[src/rtl/fir_coef_pkg.sv]
package fir_coef_pkg;
  localparam int unsigned CELLS_DEF   = 2;
  localparam int unsigned MULTS_DEF   = 4;
  localparam int unsigned SETS_DEF    = 32;
  localparam int unsigned COEF_W_DEF  = 10;
  localparam int unsigned ADDR_W_DEF  = 9;
endpackage

[src/rtl/coef_wr_decode.sv]
module coef_wr_decode #(
  parameter int unsigned NUM_CELLS = 2,
  parameter int unsigned MULTS     = 4,
  parameter int unsigned NUM_SETS  = 32,
  parameter int unsigned ADDR_W    = 9,
  localparam int unsigned MULT_W    = $clog2(MULTS),
  localparam int unsigned CELL_W    = $clog2(NUM_CELLS),
  localparam int unsigned SET_W     = $clog2(NUM_SETS),
  localparam int unsigned IDX_W     = MULT_W + CELL_W,
  localparam int unsigned NUM_BANKS = NUM_CELLS * MULTS
) (
  input  logic                 wr_en,
  input  logic [ADDR_W-1:0]    wr_addr,
  output logic [NUM_BANKS-1:0] bank_we,
  output logic [SET_W-1:0]     wr_set
);
  logic             region_hit;
  logic [IDX_W-1:0] bank_idx;

  // Cell bit sits just above the multiplier bits, so the low field is cell*MULTS+mult.
  assign region_hit = wr_addr[ADDR_W-1];
  assign bank_idx   = wr_addr[IDX_W-1:0];
  assign wr_set     = wr_addr[IDX_W +: SET_W];

  always_comb begin
    bank_we = '0;
    if (wr_en && region_hit) begin
      bank_we[bank_idx] = 1'b1;
    end
  end
endmodule

[src/rtl/coef_bank.sv]
module coef_bank #(
  parameter int unsigned NUM_SETS = 32,
  parameter int unsigned COEF_W   = 10,
  localparam int unsigned SET_W   = $clog2(NUM_SETS)
) (
  input  logic              clk,
  input  logic              rst,
  input  logic              we,
  input  logic [SET_W-1:0]  wr_set,
  input  logic [COEF_W-1:0] wr_data,
  input  logic [SET_W-1:0]  rd_set,
  output logic [COEF_W-1:0] coef
);
  logic [COEF_W-1:0]   mem [NUM_SETS];
  logic [NUM_SETS-1:0] set_valid;
  logic [COEF_W-1:0]   rd_q;
  logic                rd_v;

  // Plain synchronous RAM, read-first, no reset: suits block RAM inference.
  always_ff @(posedge clk) begin
    if (we) begin
      mem[wr_set] <= wr_data;
    end
    rd_q <= mem[rd_set];
  end

  // Valid flags carry the reset; a cleared flag masks the RAM word to zero.
  always_ff @(posedge clk) begin
    if (rst) begin
      set_valid <= '0;
      rd_v      <= 1'b0;
    end else begin
      if (we) begin
        set_valid[wr_set] <= 1'b1;
      end
      rd_v <= set_valid[rd_set];
    end
  end

  assign coef = rd_v ? rd_q : '0;

  // the first cycle out of reset shows a zero coefficient
  p_zero_after_reset_r1: assert property (@(posedge clk) disable iff (rst)
    $past(rst) |-> coef == '0);

  // a written word is visible when the same set is selected on the next edge
  p_write_visible_r2: assert property (@(posedge clk) disable iff (rst)
    ($past(we) && !$past(rst) && rd_set == $past(wr_set)) |=> coef == $past(wr_data, 2));
endmodule

[src/rtl/fir_coef_store.sv]
module fir_coef_store
  import fir_coef_pkg::*;
#(
  parameter int unsigned NUM_CELLS = CELLS_DEF,
  parameter int unsigned MULTS     = MULTS_DEF,
  parameter int unsigned NUM_SETS  = SETS_DEF,
  parameter int unsigned COEF_W    = COEF_W_DEF,
  parameter int unsigned ADDR_W    = ADDR_W_DEF,
  localparam int unsigned SET_W     = $clog2(NUM_SETS),
  localparam int unsigned NUM_BANKS = NUM_CELLS * MULTS
) (
  input  logic                        clk,
  input  logic                        rst,
  input  logic                        wr_en,
  input  logic [ADDR_W-1:0]           wr_addr,
  input  logic [COEF_W-1:0]           wr_data,
  input  logic [SET_W-1:0]            set_sel,
  output logic [NUM_BANKS*COEF_W-1:0] coef_out
);
  logic [NUM_BANKS-1:0] bank_we;
  logic [SET_W-1:0]     wr_set;

  coef_wr_decode #(
    .NUM_CELLS(NUM_CELLS),
    .MULTS    (MULTS),
    .NUM_SETS (NUM_SETS),
    .ADDR_W   (ADDR_W)
  ) i_decode (
    .wr_en  (wr_en),
    .wr_addr(wr_addr),
    .bank_we(bank_we),
    .wr_set (wr_set)
  );

  for (genvar k = 0; k < NUM_BANKS; k++) begin : g_bank
    logic [COEF_W-1:0] bank_coef;

    coef_bank #(
      .NUM_SETS(NUM_SETS),
      .COEF_W  (COEF_W)
    ) i_bank (
      .clk    (clk),
      .rst    (rst),
      .we     (bank_we[k]),
      .wr_set (wr_set),
      .wr_data(wr_data),
      .rd_set (set_sel),
      .coef   (bank_coef)
    );

    // bank k owns its own slice of the output bus
    assign coef_out[k*COEF_W +: COEF_W] = bank_coef;
  end

  // a write reaches at most one bank
  p_single_bank_r9: assert property (@(posedge clk) disable iff (rst)
    $onehot0(bank_we));

  // a low region bit keeps all banks untouched
  p_region_gate_r3: assert property (@(posedge clk) disable iff (rst)
    !wr_addr[ADDR_W-1] |-> bank_we == '0);

  // no strobe, no bank write
  p_strobe_gate_r4: assert property (@(posedge clk) disable iff (rst)
    !wr_en |-> bank_we == '0);

  // an unchanged select with no write on the prior edge holds the outputs
  p_hold_r6: assert property (@(posedge clk) disable iff (rst)
    (set_sel == $past(set_sel) && !$past(wr_en) && !$past(rst)) |=> $stable(coef_out));
endmodule

[config.mk]
export PLATFORM = sky130hd
export DESIGN_NAME = fir_coef_store
export DESIGN_NICKNAME = d
export VERILOG_FILES = /design/src/rtl/fir_coef_pkg.sv /design/src/rtl/coef_wr_decode.sv /design/src/rtl/coef_bank.sv /design/src/rtl/fir_coef_store.sv
export SDC_FILE = /design/constraint.sdc
export NUM_CORES = 2
export LEC_CHECK = 0
export BUFFER_PORTS_ARGS = -buffer_cell sky130_fd_sc_hd__buf_2
export CORE_ASPECT_RATIO = 0.75
export CORE_UTILIZATION = 60
export DETAILED_ROUTE_END_ITERATION = 7
export PLACE_DENSITY = 0.83
export SYNTH_ARGS = -nofsm -noshare
export SYNTH_HDL_FRONTEND = slang
export SYNTH_SLANG_ARGS = --single-unit
export TNS_END_PERCENT = 30
[constraint.sdc]
create_clock -name clk -period 3.91 [get_ports clk]
set_clock_uncertainty 0.05 [all_clocks]
set_input_delay 0.782 -clock clk [delete_from_list [all_inputs] [get_ports clk]]
set_output_delay 0.782 -clock clk [all_outputs]
set_load 0.005 [all_outputs]
# Word level (Yosys, flattened, before mapping)
# Memories as Yosys holds them, arrays and structs flattened. A register that Yosys moved wholly into a read port is not among the register bits.
# Cells that the tools add are included.
# op_classes
n_bitwise,8
n_reduce_logical,3
n_mux,45
magnitude_cmp,5
# ops
cell,count
$or 32x32->32,8
$mux 10,8
$bmux 1 s5,8
$mux 1,26
$lt 5x6->1 const B,2
$mux 8,1
$demux 1 s5,1
$ge 5x1->1 const B,1
$lt 3x4->1 const B,1
$demux 1 s3,1
$ge 3x1->1 const B,1
$logic_and 1x1->1,3
# word_totals
n_memories,8
mem_bits_rw,2560
inputBits,27
regBits,264
word_cells,85
# mem_list
name,depth,width,rd,rd_clocked_by_memory_dff,write_ports,line_no,rtl
g_bank[0].i_bank.mem,32,10,1,1,1,coef_bank.sv:14,logic [COEF_W-1:0] mem [NUM_SETS];
g_bank[1].i_bank.mem,32,10,1,1,1,coef_bank.sv:14,
g_bank[2].i_bank.mem,32,10,1,1,1,coef_bank.sv:14,
g_bank[3].i_bank.mem,32,10,1,1,1,coef_bank.sv:14,
g_bank[4].i_bank.mem,32,10,1,1,1,coef_bank.sv:14,
g_bank[5].i_bank.mem,32,10,1,1,1,coef_bank.sv:14,
+2 memories,--,--,--,--,--,--,

# Logic depth before layout (Yosys ltp)
# depth
word_depth,7
mapped_depth,10
depth_no_buf,5

# Modules after synthesis
# A second synthesis with hierarchy kept.
# unflattened
cells_unflattened,5162
area_unflattened_um2,110342.1
# modules_own_cells
mod,instances,area_each_um2,cells_each
coef_bank,8,13777.0,643
coef_wr_decode,1,126.4,18

# Worst setup path after synthesis
# Ideal clock, no wire load.
# synth_path
path_kind,input to register
start,input set_sel[0]
end,"register g_bank[0].i_bank.rd_q[0], read port of g_bank[0].i_bank.mem"
t_arrival_ns,2.720
t_required_ns,3.739
slack_ns,1.019
path_buffers,2
setup_time_ns,0.121
cell_stages,5
cell_sequence,buf_4 -> buf_1 -> mux4_2 -> mux4_2 -> mux2_2
# synth_rtl
item,line_no,rtl
"start, declared",fir_coef_store.sv:17,"input logic [SET_W-1:0] set_sel,"
"end, declared",coef_bank.sv:16,logic [COEF_W-1:0] rd_q;

# Worst setup path after layout
# layout_path
start,register g_bank[1].i_bank.rd_v
end,output coef_out[12]
# layout_between
elab_chain_cells,1
# layout_rtl
item,line_no,rtl
"start, declared",coef_bank.sv:17,logic rd_v;
"start signal, assigned",coef_bank.sv:36,rd_v <= set_valid[rd_set];
$mux 10,coef_bank.sv:40,assign coef = rd_v ? rd_q : '0;
"end, declared",fir_coef_store.sv:18,output logic [NUM_BANKS*COEF_W-1:0] coef_out
# Every way passes these cells.

==> flow_summary.toml <==
[timing]
hold_viol = 0
finalCriticalPeriod_ns = 2.90
setup_tns_ns = 0
timing.final.crit_share = 0.742
finalSetupViolations = 0
relSlewSlack = 0.0942
rsz0062_at_grt = "false"
max_freq_ghz = 0.345
tightestPinTransition_ns = 1.36
drv_slew = 0

[cells_and_area]
mostFrequentLayoutCell = "edfxtp_1"
final_cell_mix = "edfxtp_1, mux4_2, buf_4"
final_area_um2 = 124000
register_area_um2 = 83800
syn_to_final_growth_pct = 12.9
fillCellCount = 10100
final_core_util = 0.683
fin_nets = 5370
fin_cells = 7964
multi_input_area_um2 = 24600
layout-drive-gt1-share = 0.330

[power_and_ir_drop]
vdd_drop_max_uv = 454
p_switching_mw = 12.8
p_clk_frac = 0.397
leakagePower_nw = 39.8
p_seq_frac = 0.557
combPwrFrac = 0.046
p_sw_frac = 0.210
p_per_area_nw_per_um2 = 493
p_int_mw = 48.1

[logic_synthesis]
synthArstFlopShare = 0
syn-num-nets = 4874
syn_avg_cell_area_um2 = 22.6
synth_cell_types = 33
synth-seq-cells = 2904
synth-edff-count = 2560
yosysSeqAreaShare = 0.765
yosysWarnings = 0
synthCells = 4847
synth_area_um2 = 110000
synth-main-ff-cell = "edfxtp_1"

[setup_path]
crit_arrival_ns = 2.07
start_kind = "flip-flop"
r2r-start = "g_bank[6].i_bank.mem[27][7]"
crit_fanout = 10
reg2reg_to = "g_bank[6].i_bank.rd_q[7]"
crit_path_end_kind = "output pin"
startpoint = "g_bank[1].i_bank.rd_v"
path_class = "flip-flop to output pin"
rr_worst_depth = 3
worst_ep_required_time_ns = 3.08
critical_path.endpoint = "coef_out[12]"
r2r_setup_slack_ns = 1.85

[place]
gp_congestion = 0.829
postPlaceCellArea_um2 = 116000
place_inst = 7498
hpwl_um = 160000
io_buffers = 106

[grt]
grt_pass1_vias = 55600
antenna_found_initial = 23
grt.overflow.total = 0
grt_max_degree = 186
grt_pass1_wl_um = 404000
grt_usage = 0.312

[floorplanning]
die_w_um = 495
die_y_um = 372
core_area_um2 = 181000
die_area_um2 = 184000
io-pin-count = 107
num_rows = 135
start_util = 0.605

[routing]
vias = 55100
drtIter0Drc = 8798
post_drt_wl_per_cell_um = 35.4
ant_nets = 0
wl_um = 282000
drtPass1Iterations = 6
route.detailed.drc = 0
vias_per_cell = 6.92

[clock_network]
clockBufferDepth = 3
ctsRootBufferMaster = "clkbuf_16"
cts_tree = "yes"
post_cts_buffers = 0
htreeDepth = 4
cts-resized-gates = 0
clock_latency_ns = 0.88
cts_hold_buf = 0
clock-sinks = 2904
clkTransAtPathRegs_ns = 0.07
cts_made_buffers = 240

[status]
status = "complete, no violations"

[worst_hold_path]
whs_path_depth = 1
worstHoldPathType = "input port to flip-flop"

[run]
drv_cap = 0
==> metrics by stage <==
stage | hold WS [ns] | setup slack, ns | total power, mW
6_report | 0.297 | 1.01 | 60.9
5_1_grt | 0.296 | 0.943 | 62.2
4_1_cts | 0.237 | 0.993 | 61.1
3_5_place_dp | 0.399 | 0.572 | 37.4
3_3_place_gp | 0.390 | 0.577 | 37.3
2_1_floorplan | 0.385 | 1.02 | 36.1
==> power by group through the flow <==
| stage | clock [mW] | combinational [mW] | sequential, mW |
|---|---|---|---|
| CTS | 24.3 | 2.80 | 33.9 |
| detailed placement | 0 | 2.75 | 34.6 |
| global placement | 0 | 2.66 | 34.6 |
| global route | 25.4 | 2.91 | 33.9 |
| floorplan | 0 | 1.56 | 34.5 |
| finish | 24.2 | 2.82 | 33.9 |
==> flip-flops by register name (all words and copies together), names as in the netlist <==
register,count
g_bank.i_bank.mem,2560
g_bank.i_bank.set_valid,256
g_bank.i_bank.rd_q,80
g_bank.i_bank.rd_v,8
==> worst min-delay path by stage <==
| stage | slack [ns] | start | end |
|---|---|---|---|
| 2_1_floorplan | 0.39 | g_bank[1].i_bank.set_valid[5] | g_bank[1].i_bank.set_valid[5] |
| 3_3_place_gp | 0.39 | g_bank[0].i_bank.set_valid[30] | g_bank[0].i_bank.set_valid[30] |
| 3_5_place_dp | 0.40 | g_bank[7].i_bank.set_valid[12] | g_bank[7].i_bank.set_valid[12] |
| 4_1_cts | 0.24 | wr_data[5] | g_bank[6].i_bank.mem[18][5] |
| 5_1_grt | 0.30 | wr_data[5] | g_bank[6].i_bank.mem[2][5] |
| 6_report | 0.30 | wr_data[5] | g_bank[0].i_bank.mem[1][5] |
==> Yosys cell counts (15+ instances only) <==
cell      instances  area (um2)
nand2_1          43         161
mux2i_1          25         250
buf_4            15         113
mux4_2          858       19300
o21a_1          256        1920
buf_1            60         225
clkbuf_1        113         424
edfxtp_1       2560       76900
buf_2            68         340
mux2_2           89        1000
and2_1           81         507
nor2_1          263         987
dfxtp_1         344        6890
==> routing by layer <==
metal	wire length, um	global-route usage	part of all wire	vias to the layer above
li1	-	-	-	21200
met3	36400	0.0674	0.13	741
met2	134000	0.489	0.48	4442
met5	303	0.00364	0.0011	-
met1	98200	0.432	0.35	28600
met4	12800	0.132	0.045	28
==> critical path: stages (launching register included) <==
cell	delay (ns)
dfxtp_1	0.58
and2_1	0.41
buf_2	0.19
==> logic make-up (layout without fill, tap and decap cells) <==
logic type | count (synthesis) | in the layout | synth area share
other cells | 0 | 6 | 0
buf+inv | 265 | 979 | 0.0109
compound gates | 288 | 288 | 0.0196
simple gates | 418 | 418 | 0.0169
mux | 972 | 972 | 0.188
flops | 2904 | 2904 | 0.765
==> cell type report <==
type | instances | share of cell area
timing repair buffer | 518 | 0.0357
sequential | 2904 | 0.678
clock inverter | 117 | 0.00834
clock buffer | 343 | 0.0552
multi-input combinational | 1678 | 0.199
tap | 2397 | 0.0243
inverter | 1 | 0.0000911
antenna | 6 | 0.000121
Note: power is estimated with default switching activity, not from simulation.
